<file path="src/rtl/sdram_col_burst_gen.sv">
module sdram_col_burst_gen #(
  parameter int COL_W = 8
) (
  input  logic             clk,
  input  logic             rst_n,
  input  logic             start,
  input  logic [COL_W-1:0] start_col,
  input  logic [2:0]       bl_code,
  input  logic             burst_il,
  input  logic             stop,
  output logic [COL_W-1:0] col_out,
  output logic             col_valid,
  output logic             last_beat,
  output logic             stop_illegal
);

  logic             act_q, page_q, il_q, bad_q;
  logic [COL_W-1:0] base_q, win_q, beat_q;
  logic [COL_W-1:0] win_d, lin_sum, step_bits;
  logic             at_end;

  always_comb begin
    case (bl_code)
      3'b001:  win_d = COL_W'(1);
      3'b010:  win_d = COL_W'(3);
      3'b011:  win_d = COL_W'(7);
      3'b111:  win_d = '1;
      default: win_d = '0;
    endcase
  end

  assign lin_sum   = base_q + beat_q;
  assign step_bits = il_q ? (base_q ^ beat_q) : lin_sum;
  assign at_end    = !page_q && (beat_q == win_q);

  assign col_valid    = act_q;
  assign col_out      = act_q ? ((base_q & ~win_q) | (step_bits & win_q)) : '0;
  assign last_beat    = act_q && at_end;
  assign stop_illegal = bad_q;

  always_ff @(posedge clk) begin
    if (!rst_n) begin
      act_q  <= 1'b0;
      page_q <= 1'b0;
      il_q   <= 1'b0;
      bad_q  <= 1'b0;
      base_q <= '0;
      win_q  <= '0;
      beat_q <= '0;
    end else begin
      bad_q <= stop && !(act_q && page_q);
      if (start) begin
        act_q  <= 1'b1;
        page_q <= (bl_code == 3'b111);
        il_q   <= burst_il;
        base_q <= start_col;
        win_q  <= win_d;
        beat_q <= '0;
      end else if (act_q && page_q && stop) begin
        act_q <= 1'b0;
      end else if (act_q) begin
        if (at_end) act_q  <= 1'b0;
        else        beat_q <= beat_q + COL_W'(1);
      end
    end
  end

endmodule


</file>
<file path="config.mk">
export PLATFORM = sky130hd
export DESIGN_NAME = sdram_col_burst_gen
export DESIGN_NICKNAME = d
export VERILOG_FILES = /design/src/rtl/sdram_col_burst_gen.sv
export SDC_FILE = /design/constraint.sdc
export NUM_CORES = 1
export LEC_CHECK = 0
export BUFFER_PORTS_ARGS = -buffer_cell sky130_fd_sc_hd__buf_2
export CAP_MARGIN = 10
export CORE_ASPECT_RATIO = 1.75
export CORE_MARGIN = 1
export CORE_UTILIZATION = 56
export CTS_CLUSTER_SIZE = 24
export DETAILED_ROUTE_END_ITERATION = 10
export GPL_ROUTABILITY_DRIVEN = 0
export PLACE_DENSITY = 0.8
export SYNTH_ARGS = -nofsm -noshare
export SYNTH_HDL_FRONTEND = slang
export SYNTH_SLANG_ARGS = --single-unit
</file>
<file path="constraint.sdc">
create_clock -name clk -period 5.5 [get_ports clk]
set_input_delay 0.275 -clock clk [delete_from_list [all_inputs] [get_ports clk]]
set_output_delay 0.275 -clock clk [all_outputs]
set_load 0.05 [all_outputs]
</file>
Yosys cells after proc, flatten, opt, wreduce, memory -nomap -nowiden
Index checks and enable logic that the tools add are counted.
- $add $sub $neg: 2
- equal/unequal tests: 5
- mux-type cells: 7
- bitwise gates (word level): 8
- reduce and logical (&&, ||, !) cells: 9
- operators with widths (operator ; count):
    8-bit one-hot mux with 4 select lines ; 1
    8-bit AND ; 2
    8-bit two-way mux ; 2
    8-bit by 1-bit adder with 8-bit output (second input constant) ; 1
    8-bit adder ; 1
    8-bit == test ; 1
    8-bit NOT ; 1
    8-bit bitwise OR ; 1
    8-bit bitwise XOR ; 1
    3-bit by 2-bit == test with 1-bit output (second input constant) ; 2
    1-bit logical AND ; 5
    1-bit two-way mux ; 4
    3-bit by 1-bit == test with 1-bit output (second input constant) ; 1
    3-bit == test (second input constant) ; 1
    1-bit NOT ; 3
    3-bit AND reduction ; 1
    1-bit zero test ; 2
    2-bit OR reduction ; 1
- register bits: 28
- input port bits: 16
- output and inout bits: 11
- logic and storage cells: 38

Longest topological paths before layout
Gate-level depths: netlist of run 1.
- depth in word-level cells: 6
- mapped depth: 6
- depth with buffers taken out: 6

Worst setup path before layout of run 1
OpenSTA, ideal clock, no wires.
- path type: register -> output
- from: register beat_q[0]
- to: output col_out[4]
- arrival: 2.711 ns
- data required time: 5.225 ns
- slack: 2.514 ns
- stages on the path, launching flop included: 6
- path buffers: 0
- cells stage by stage: dfxtp_1 -> ha_1 -> fa_1 -> a211oi_1 -> o21ai_0 -> a311oi_1
- word-level cells in the longest chain between the ends: 5
- ends and longest elaborated chain (element ; line ; text):
    from (decl) ; 18 ; logic [COL_W-1:0] base_q, win_q, beat_q;
    from (signal assigned) ; 63 ; else beat_q <= beat_q + COL_W'(1);
    8-bit adder ; 32 ; assign lin_sum = base_q + beat_q;
    8-bit two-way mux ; 33 ; assign step_bits = il_q ? (base_q ^ beat_q) : lin_sum;
    8-bit AND ; 37 ; assign col_out = act_q ? ((base_q & ~win_q) | (step_bits & win_q)) : '0;
    8-bit bitwise OR ; 37 ;
    8-bit two-way mux ; 37 ;
    to (decl) ; 11 ; output logic [COL_W-1:0] col_out,
No other way between the ends.

Worst setup path in the final report of run 1
Same ends and word-level chain as after synthesis.

==> metrics.md, run 1 <==
| Metric | Value |
|---|---|
| Global Route met3 Usage | `0.0376` |
| CP endpoint kind | `output port` |
| Vias in the first global route | `1350` |
| Final Non-Filler Cells | `219` |
| Initial antenna violation count | `0` |
| Inst Count DP | `approximately 220` |
| Primary FF master, synth | `dfxtp_1` |
| Fin util | `0.670` |
| Switching Share | `0.294` |
| Hold depth | `2` |
| P_int | `247 uW` |
| Status | `finished, final reports clean` |
| DR WL/cell | `between 15 and 20 um` |
| Maxcap violations | `0` |
| Syn_nets | `around 190` |
| CTS tree | `yes` |
| # hold bufs at CTS | `0` |
| Global-route wire length before repair | `between 5000 and 6000 um` |
| Count of different cell masters after synthesis | `45` |
| Share of cells above drive strength 1 | `0.197` |
| Synth Cell Area | `1510 um2` |
| Worst endpoint required time | `between 5 and 6 ns` |
| Gr busiest metal | `met2` |
| Crit Path Class | `reg2out` |
| Top post-synthesis cells by area | `dfxtp_1 (31%), mux2i_1 (8.6%), ha_1 (6.6%)` |
| Crit path time final | `~2.7 ns` |
| Net switching power | `slightly above 100 uW` |
| VDD IR max | `around 0.23 mV` |
| Logic gate share of total power | `0.178` |
| F_max | `366 MHz` |
| Final count of negative-setup-slack endpoints | `0` |
| Mux cell area share after synthesis | `0.0862` |
| Initial Util | `0.598` |
| Growth of design area from synthesis to finish | `11.9%` |
| Drt first-iter violations | `32` |
| Pin count of the biggest net entering global routing | `21` |
| Worst skew pair latency | `between 0.2 and 0.3 ns` |
| Largest family of logic cells by synthesized area | `simple AND/OR/NAND/NOR gates` |
| Post-CTS setup buffer count | `0` |
| H-tree levels | `1` |
| Clock buffer depth | `2` |
| Post-synthesis simple-gate area fraction | `0.252` |
| Static Leak | `approximately 0.00074 uW` |
| Total grt overflow | `0` |
| Post-synth EDFFs | `0` |
| Critical path launch point type | `flop` |
| Clock Tree Root | `clkbuf_8` |
| Antenna-violating nets left | `0` |
| Synth area leader | `dfxtp_1` |
| Drt drc | `0` |
| Register-to-Register Setup Slack | `approximately 3.8 ns` |
| Final hold violations | `0` |
| Total Routing Usage GR | `0.260` |
| Post-synthesis compound-gate area fraction | `0.206` |
| WL final | `about 3400 um` |
| Post-DP HPWL | `approximately 2600 um` |
| Post-Synth Adder-Cell Area | `0.0796` |
| Slew margin rel. | `0.534` |
| Reg2Reg Depth | `4` |
| Vias/cell | `6.32` |
| Final instance area | `approximately 1700 um2` |
| RR Startpoint | `col_valid$_SDFF_PN0_` |
| DIE HEIGHT | `70.7 um` |
| CTS resizes | `0` |
| Vias | `about 1400` |
| Yosys reg bits | `23` |
| GR met2 Demand/Resource | `0.477` |
| Fin. max-slew vios | `0` |
| Worst Path Max Fanout | `6` |
| N_diodes | `0` |
| Worst R2R End | `beat_q[2]$_SDFFE_PP0P_` |
| Core area | `2520 um2` |
| Mean Syn Cell Area | `just under 9 um2` |
| Fraction of power consumed by the clock network | `0.302` |
| HP Start | `stop` |
| Synth top area share | `0.305` |
| RSZ-0062 raised after global routing | `false` |
| Critical Path AT | `about 2.5 ns` |
| Pre-antenna DRT Iters | `4` |
| Least-Margin Pin Slew | `just under 0.7 ns` |
| Cell Area, Placed | `between 1500 and 2000 um2` |
| Xor/xnor share of the synthesized area | `0.0464` |
| M1 GR Usage | `0.248` |
| Clock transition at the registers of the reported paths | `about 0.080 ns` |
| Total CTS buffers | `3` |
| Flop pwr share | `0.519` |
| I/O pin cnt | `27` |
| Ys Warns | `0` |
| Clock sinks | `23` |
| Die area | `approximately 2900 um2` |
| Seq/Total Area, Yosys | `0.305` |
| Final setup TNS | `0 ns` |
| Post-synthesis async set-or-reset flop share | `0` |
| Hold WC Path Type | `in2reg` |
| Power per cell area | `between 200 and 250 nW/um2` |
| Worst Hold End | `stop_illegal$_SDFF_PN0_` |
| Die Width | `41.2 um` |
| # nets final | `roughly 220` |
| Period utilisation layout | `0.497` |
| Gate Count Post-Synth | `169` |
| Std-Cell Rows | `24` |
| Clock Skew | `between 0.0015 and 0.002 ns` |
| Port buffer count | `26` |
## metal layers
| layer | up-vias | share of wire |
|---|---|---|
| li1 | 674 | - |
| met1 | 660 | 0.40 |
| met2 | 40 | 0.53 |
| met4 | 0 | 0.033 |
| met5 | - | 0 |
| met3 | 11 | 0.033 |
## how the worst max path moves through the flow
stage	slack, ns	cells after the start	start	end
2_1_floorplan	2.51	5	beat_q[0]$_SDFFE_PP0P_	col_out[4]
3_3_place_gp	3.19	6	beat_q[1]$_SDFFE_PP0P_	col_out[7]
3_5_place_dp	3.14	6	beat_q[0]$_SDFFE_PP0P_	col_out[4]
4_1_cts	2.84	6	beat_q[0]$_SDFFE_PP0P_	col_out[4]
5_1_grt	2.70	6	beat_q[0]$_SDFFE_PP0P_	col_out[4]
6_report	2.77	6	beat_q[0]$_SDFFE_PP0P_	col_out[4]
## cells in the mapped netlist (all sizes together), types with 5 or more instances
library cell	number
dfxtp	23
mux2i	13
nor2	11
nor2b	11
nand2	10
o21ai	9
ha	8
xor2	7
a21oi	6
a21boi	5
and3	5
nand2b	5
## power by group through the flow
| stage | registers, uW | clock network, uW | logic [uW] |
|---|---|---|---|
| floorplan | 185 | 0 | 46.0 |
| global placement | 185 | 0 | 59.7 |
| detailed placement | 186 | 0 | 62.3 |
| CTS | 182 | 106 | 62.6 |
| global route | 183 | 112 | 68.2 |
| finish | 182 | 106 | 62.4 |
## kinds of logic after synthesis
kind of cell / count (synthesis)
AOI/OAI and AO/OA: 42
xor gates and xnor gates: 8
adders and majority gates: 9
buffers and inverters: 8
DFF: 23
muxes: 13
and+or+nand+nor: 66
## per-stage QoR
stage | setup slack, ns | hold WS, ns | total power (uW)
finish | 2.77 | 0.247 | 350
global route | 2.70 | 0.251 | 363
CTS | 2.84 | 0.253 | 351
detailed placement | 3.14 | 0.527 | 248
global placement | 3.19 | 0.518 | 245
floorplan | 2.51 | 0.413 | 231
## cells in the final DEF (no fill, tap or decap), types with 5 or more instances in the layout
cell / instances
dfxtp_1: 23
nand2_1: 10
ha_1: 8
nor2b_1: 11
nor2_1: 11
nand2b_1: 5
xor2_1: 7
a21oi_1: 5
buf_2: 26
o21ai_0: 9
mux2i_1: 13
## worst max-delay path, cell delays in order (launching register included)
cell      delay, ns
dfxtp_1        0.37
ha_1           0.25
fa_1           0.39
a211oi_1       0.39
o21ai_0        0.17
a311oi_1       0.31
buf_2          0.31
## state kept, by name, summed over array words and instances (netlist names)
signal        cells
base_q            8
col_valid         1
beat_q            8
page_q            1
win_q             3
stop_illegal      1
il_q              1
## final cells by class
type,count,area (um2)
clock inverters,1,5.00
multi-input cells,138,1010
inverters,2,7.51
repair buffers,26,130
flip-flops and latches,23,460
well taps,26,32.5
fillers,233,833
clock buffers,3,41.3
No activity file was read; power rests on OpenSTA's default activity.
==> inputs of run 2 (changes only) <==
--- a/config.mk
+++ b/config.mk
@@ -5,15 +5,16 @@
 export SDC_FILE = /design/constraint.sdc
 export NUM_CORES = 1
 export LEC_CHECK = 0
+export ABC_AREA = 1
 export BUFFER_PORTS_ARGS = -buffer_cell sky130_fd_sc_hd__buf_2
 export CAP_MARGIN = 10
 export CORE_ASPECT_RATIO = 1.75
 export CORE_MARGIN = 1
-export CORE_UTILIZATION = 56
+export CORE_UTILIZATION = 55
 export CTS_CLUSTER_SIZE = 24
 export DETAILED_ROUTE_END_ITERATION = 10
 export GPL_ROUTABILITY_DRIVEN = 0
-export PLACE_DENSITY = 0.8
+export PLACE_DENSITY = 0.79
 export SYNTH_ARGS = -nofsm -noshare
 export SYNTH_HDL_FRONTEND = slang
 export SYNTH_SLANG_ARGS = --single-unit
==> constraint.sdc (replaced) <==
create_clock -name clk -period 2.52 [get_ports clk]
set_input_delay 0.126 -clock clk [delete_from_list [all_inputs] [get_ports clk]]
set_output_delay 0.126 -clock clk [all_outputs]
set_load 0.05 [all_outputs]
==> metrics.md, run 2 <==
| Metric | Value |
|---|---|
| Status | `finished, final reports clean` |
| Worst Path Max Fanout | `6` |
| Share of cells above drive strength 1 | `0.190` |
| Hold WC Path Type | `in2reg` |
| Yosys reg bits | `23` |
| Total grt overflow | `0` |
| Pin count of the biggest net entering global routing | `17` |
| Worst endpoint required time | `~2.4 ns` |
| Vias | `roughly 1400` |
| Reg2Reg Depth | `6` |
| Inst Count DP | `approximately 250` |
| Clock sinks | `23` |
| Synth top area share | `0.313` |
| Growth of design area from synthesis to finish | `12.9%` |
| # hold bufs at CTS | `0` |
| Top post-synthesis cells by count | `nand2_1 (44), inv_1 (28), dfxtp_1 (23)` |
| Crit Path Class | `reg2out` |
| Fin. max-slew vios | `0` |
| Critical path launch point type | `flop` |
| Synth area leader | `dfxtp_1` |
| Crit path to | `col_out[4]` |
| DIE HEIGHT | `around 70 um` |
| Slew margin rel. | `0.582` |
| VDD IR max | `0.356 mV` |
| Die area | `2900 um2` |
| Least-Margin Pin Slew | `roughly 0.63 ns` |
| Ys Warns | `0` |
| Power per cell area | `roughly 460 nW/um2` |
| Critical Path AT | `2.09 ns` |
| Drt first-iter violations | `34` |
| Vias in the first global route | `roughly 1300` |
| Final hold violations | `0` |
| Port buffer count | `26` |
| Die Width | `between 40 and 50 um` |
| Primary FF master, synth | `dfxtp_1` |
| F_max | `roughly 450 MHz` |
| Post-CTS setup buffer count | `0` |
| CTS resizes | `0` |
| Total CTS buffers | `3` |
| Std-Cell Rows | `24` |
| Worst skew pair latency | `roughly 0.26 ns` |
| Crit path time final | `~2.2 ns` |
| Clock Skew | `0.00636 ns` |
| Commonest non-fill, non-tap cell in the layout | `nand2_1` |
| Post-DP HPWL | `2570 um` |
| Post-synthesis async set-or-reset flop share | `0` |
| Syn_nets | `230` |
| Final count of negative-setup-slack endpoints | `0` |
| RR Startpoint | `beat_q[1]$_SDFFE_PP0P_` |
| Crit. Startpoint | `beat_q[0]$_SDFFE_PP0P_` |
| Largest registers | `base_q (8), beat_q (8), win_q (3)` |
| Global-route wire length before repair | `between 5000 and 6000 um` |
| Worst R2R End | `beat_q[6]$_SDFFE_PP0P_` |
| DR WL/cell | `13.0 um` |
| Initial Util | `0.584` |
| Clock buffer depth | `2` |
| H-tree levels | `1` |
| Drt drc | `0` |
| Register-to-Register Setup Slack | `between 1 and 1.5 ns` |
| Core area | `roughly 2500 um2` |
| Mean Syn Cell Area | `approximately 7.2 um2` |
| I/O pin cnt | `27` |
| Synth Cell Area | `between 1000 and 1500 um2` |
| WL final | `~3300 um` |
| Static Leak | `approximately 0.0008 uW` |
| Fill count | `about 230` |
| # nets final | `approximately 260` |
| Antenna-violating nets left | `0` |
| Count of different cell masters after synthesis | `28` |
| Final setup TNS | `0 ns` |
| Most frequent cells in the layout | `nand2_1 (44), inv_1 (28), buf_2 (26), dfxtp_1 (23), nand3_1 (21)` |
| Initial antenna violation count | `0` |
| Top-count cell post-synth | `nand2_1` |
| CP endpoint kind | `output port` |
| CTS tree | `yes` |
| Top post-synthesis cells by area | `dfxtp_1 (31%), nand2_1 (11%), inv_1 (7.1%)` |
| Clock transition at the registers of the reported paths | `~0.090 ns` |
| Gate Count Post-Synth | `a little over 200` |
| Vias/cell | `between 5 and 6` |
| Seq/Total Area, Yosys | `0.313` |
| Period utilisation layout | `0.879` |
| Clock Tree Root | `clkbuf_8` |
| Pre-antenna DRT Iters | `4` |
| Post-synth EDFFs | `0` |
| Final Non-Filler Cells | `approximately 260` |
| N_diodes | `0` |
| Total Routing Usage GR | `0.257` |
| RSZ-0062 raised after global routing | `false` |
| Maxcap violations | `0` |
run 2: cell types whose count changed after synthesis, sizes merged, moves of 5 or more:
cell and change:
o21ai +5, nand2 +36, nor2b -11, a21boi -5, and3 -5, a22o +5
nand3 +17, mux2i -13, a21oi +14, inv +27, nand2b -5
run 2: metal layers:
layer  global-route usage  vias up  part of all wire
met5                    0        -                 0
met4               0.0824        0             0.014
met3               0.0190        4             0.017
met2                0.444       19              0.52
met1                0.311      652              0.45
li1                     -      736                 -
run 2: cells by family after synthesis:
kind of cell    synth area share
compound gates             0.204
buf+inv                   0.0867
simple gates               0.280
flops                      0.313
xor+xnor                  0.0357
fa+ha+maj                 0.0816
run 2: final cells by class:
cell class / count / area (um2) / share of cell area
Clock buffer: 3 / 41.3 / 0.0248
Tap cell: 26 / 32.5 / 0.0196
Inverter: 29 / 109 / 0.0655
Clock inverter: 1 / 5.00 / 0.00301
Sequential cell: 23 / 460 / 0.277
Timing Repair Buffer: 26 / 130 / 0.0783
Multi-Input combinational cell: 149 / 885 / 0.532
run 2: worst min-delay path by stage:
stage / start / to / slack [ns] / depth (start not counted)
floorplan: start_col[0] / base_q[0]$_SDFFE_PN0P_ / 0.24 / 2
global placement: start_col[0] / base_q[0]$_SDFFE_PN0P_ / 0.32 / 3
detailed placement: start_col[1] / base_q[1]$_SDFFE_PN0P_ / 0.33 / 3
CTS: start_col[0] / base_q[0]$_SDFFE_PN0P_ / 0.05 / 3
global route: start_col[1] / base_q[1]$_SDFFE_PN0P_ / 0.07 / 3
finish: start_col[0] / base_q[0]$_SDFFE_PN0P_ / 0.05 / 3
run 2: critical path: stages, from the launching register on:
cell and delay, ns:
dfxtp_1 0.37, ha_1 0.23, fa_1 0.39, nand3_1 0.10, nand2_1 0.08, nand2_1 0.08, a21oi_1 0.06, o21ai_0 0.09
o211ai_1 0.11, inv_1 0.06, buf_2 0.25
run 2: through the flow:
step | power (uW) | hold slack [ns] | cell area (um2) | setup WS, ns | util
floorplan | 500 | 0.239 | 1470 | 0.0895 | -
CTS | 773 | 0.0495 | 1660 | 0.307 | 0.659
finish | 766 | 0.0530 | 1660 | 0.305 | 0.659
global route | 792 | 0.0693 | 1660 | 0.152 | 0.659
global placement | 539 | 0.323 | 1620 | 0.617 | 0.641
detailed placement | 541 | 0.333 | 1620 | 0.610 | 0.641
run 2: power by group:
part	switching (uW)	total, uW	internal, uW	leakage, uW
Clock	122	233	110	0.0000255
Combinational	99.3	142	42.3	0.000583
Sequential	13.8	391	378	0.000188
==> inputs of run 3 (changes only) <==
==> constraint.sdc (replaced) <==
create_clock -name clk -period 2.52 [get_ports clk]
set_input_delay 0.126 -clock clk [delete_from_list [all_inputs] [get_ports clk]]
set_output_delay 0.126 -clock clk [all_outputs]
set_load 0.005 [all_outputs]
==> metrics.md, run 3 (synthesized netlist as in run 2, its figures left out) <==
| Metric | Value |
|---|---|
| Status | `finished, final reports clean` |
| Slew margin rel. | `0.586` |
| CP bufs+invs | `2` |
| Max stage delay on crit path | `roughly 0.4 ns` |
| Crit path time final | `a little over 2 ns` |
| Worst skew pair latency | `approximately 0.27 ns` |
| WL met1 | `1540 um` |
| Pin count of the biggest net entering global routing | `17` |
| N_diodes | `0` |
| CP endpoint kind | `output port` |
| Power per cell area | `~440 nW/um2` |
| RSZ-0062 raised after global routing | `false` |
| Clock buffer depth | `2` |
| Logic gate share of total power | `0.159` |
| Antenna-violating nets left | `0` |
| CTS resizes | `0` |
| Fill count | `between 200 and 250` |
| CP top delay family | `adder cells` |
| Total Routing Usage GR | `0.247` |
| Fin. max-slew vios | `0` |
| Critical Path AT | `1.94 ns` |
| Fraction of power consumed by the clock network | `0.311` |
| Critical-path top delay cell | `fa_1` |
| Drt first-iter violations | `34` |
| Period utilisation layout | `0.821` |
| Growth of design area from synthesis to finish | `13.4%` |
| Met2 wire length | `1560 um` |
| Crit path top cell by count | `nand2_1` |
| Largest registers | `base_q (8), beat_q (8), win_q (3)` |
| Top layer in use | `met4` |
| Most frequent cells in the layout | `nand2_1 (44), inv_1 (28), buf_2 (26), dfxtp_1 (23), nand3_1 (21)` |
| Initial Util | `0.584` |
| Total CTS buffers | `3` |
| Reg area | `about 460 um2` |
| Drt drc | `0` |
| DIE HEIGHT | `a little over 70 um` |
| Net switching power | `201 uW` |
| Worst endpoint required time | `2.39 ns` |
| Std-Cell Rows | `24` |
| Post-CTS setup buffer count | `0` |
| Core area | `around 2500 um2` |
| Clock Tree Root | `clkbuf_8` |
| # nets final | `258` |
| Clock transition at the registers of the reported paths | `around 0.080 ns` |
| Commonest non-fill, non-tap cell in the layout | `nand2_1` |
| Hold WC Path Type | `in2reg` |
| Least-Margin Pin Slew | `between 0.6 and 0.7 ns` |
| Worst Path Max Fanout | `6` |
| I/O pin cnt | `27` |
| CTS tree | `yes` |
| DR WL/cell | `between 10 and 15 um` |
| Die Width | `just over 40 um` |
| CP Cell Sequence | `ha_1 -> fa_1 -> nand3_1 -> nand2_1 -> nand2_1 -> a21oi_1 -> o21ai_0 -> o211ai_1 -> inv_1 -> buf_2` |
| Die area | `approximately 2900 um2` |
| Post-DP HPWL | `2500 um` |
| VDD IR max | `around 0.30 mV` |
| Final instance area | `approximately 1700 um2` |
| Final Total Pwr | `about 730 uW` |
| Clock Skew | `0.00576 ns` |
| Area of the multi-input gates | `around 880 um2` |
| Maxcap violations | `0` |
| Clock sinks | `23` |
| Port buffer count | `26` |
| Cell Area, Placed | `~1600 um2` |
| P_int | `531 uW` |
| Pre-antenna DRT Iters | `4` |
| Final count of negative-setup-slack endpoints | `0` |
| H-tree levels | `1` |
| Final hold violations | `0` |
| Vias in the first global route | `1205` |
| Initial antenna violation count | `0` |
| F_max | `around 480 MHz` |
| Critical path launch point type | `flop` |
| Flop pwr share | `0.530` |
| Static Leak | `around 0.00080 uW` |
| Vias | `around 1400` |
| Share of cells above drive strength 1 | `0.194` |
| Total grt overflow | `0` |
| # hold bufs at CTS | `0` |
| Final setup TNS | `0 ns` |
| WL final | `around 3200 um` |
| Switching Share | `0.275` |
| Crit Path Class | `reg2out` |
| Vias/cell | `5.36` |
| Global-route wire length before repair | `~5100 um` |
| Met3 WL | `roughly 50 um` |
## run 3: worst reg2reg max path: cells and delay by family, from the launching register on
kind                       cells  cell delay, ns
and+or+nand+nor                3            0.40
DFF                            1            0.47
xor gates and xnor gates       1            0.18
AOI/OAI and AO/OA              1            0.14
adders and majority gates      1            0.24
## run 3: power by group through the flow
stage | Combinational, uW | Clock [uW] | Sequential (uW)
after CTS | 117 | 238 | 388
final | 116 | 228 | 388
after floorplan | 76.8 | 0 | 395
after global placement | 116 | 0 | 397
after detailed placement | 117 | 0 | 397
after global routing | 131 | 250 | 390
## run 3: worst paths after layout
path	startpoint	end	slack [ns]	cells after the start
min reg2reg	base_q[0]$_SDFFE_PN0P_	base_q[0]$_SDFFE_PN0P_	0.50	2
max	beat_q[0]$_SDFFE_PP0P_	col_out[4]	0.45	10
min	start_col[0]	base_q[0]$_SDFFE_PN0P_	0.05	3
max reg2reg	beat_q[1]$_SDFFE_PP0P_	beat_q[6]$_SDFFE_PP0P_	1.02	6
## run 3: final cells by class
type	instances	area share
Clock buffer	3	0.0247
Clock inverter	1	0.00300
Inverter	29	0.0652
Multi-Input combinational cell	149	0.530
Sequential cell	23	0.276
Tap cell	26	0.0195
Timing Repair Buffer	27	0.0824
## run 3: metal layers
layer | global-route usage | vias to the layer above
met5 | 0 | -
met3 | 0.0286 | 7
li1 | - | 738
met1 | 0.320 | 620
met4 | 0.100 | 0
met2 | 0.392 | 19
## run 3: through the flow
step / setup WS, ns / hold WS (ns) / instances / utilization
2_1_floorplan: 0.993 / 0.239 / 205 / -
3_3_place_gp: 0.763 / 0.323 / 254 / 0.644
3_5_place_dp: 0.755 / 0.335 / 254 / 0.644
4_1_cts: 0.447 / 0.0508 / 258 / 0.662
5_1_grt: 0.253 / 0.0625 / 258 / 0.662
6_report: 0.450 / 0.0528 / 258 / 0.662
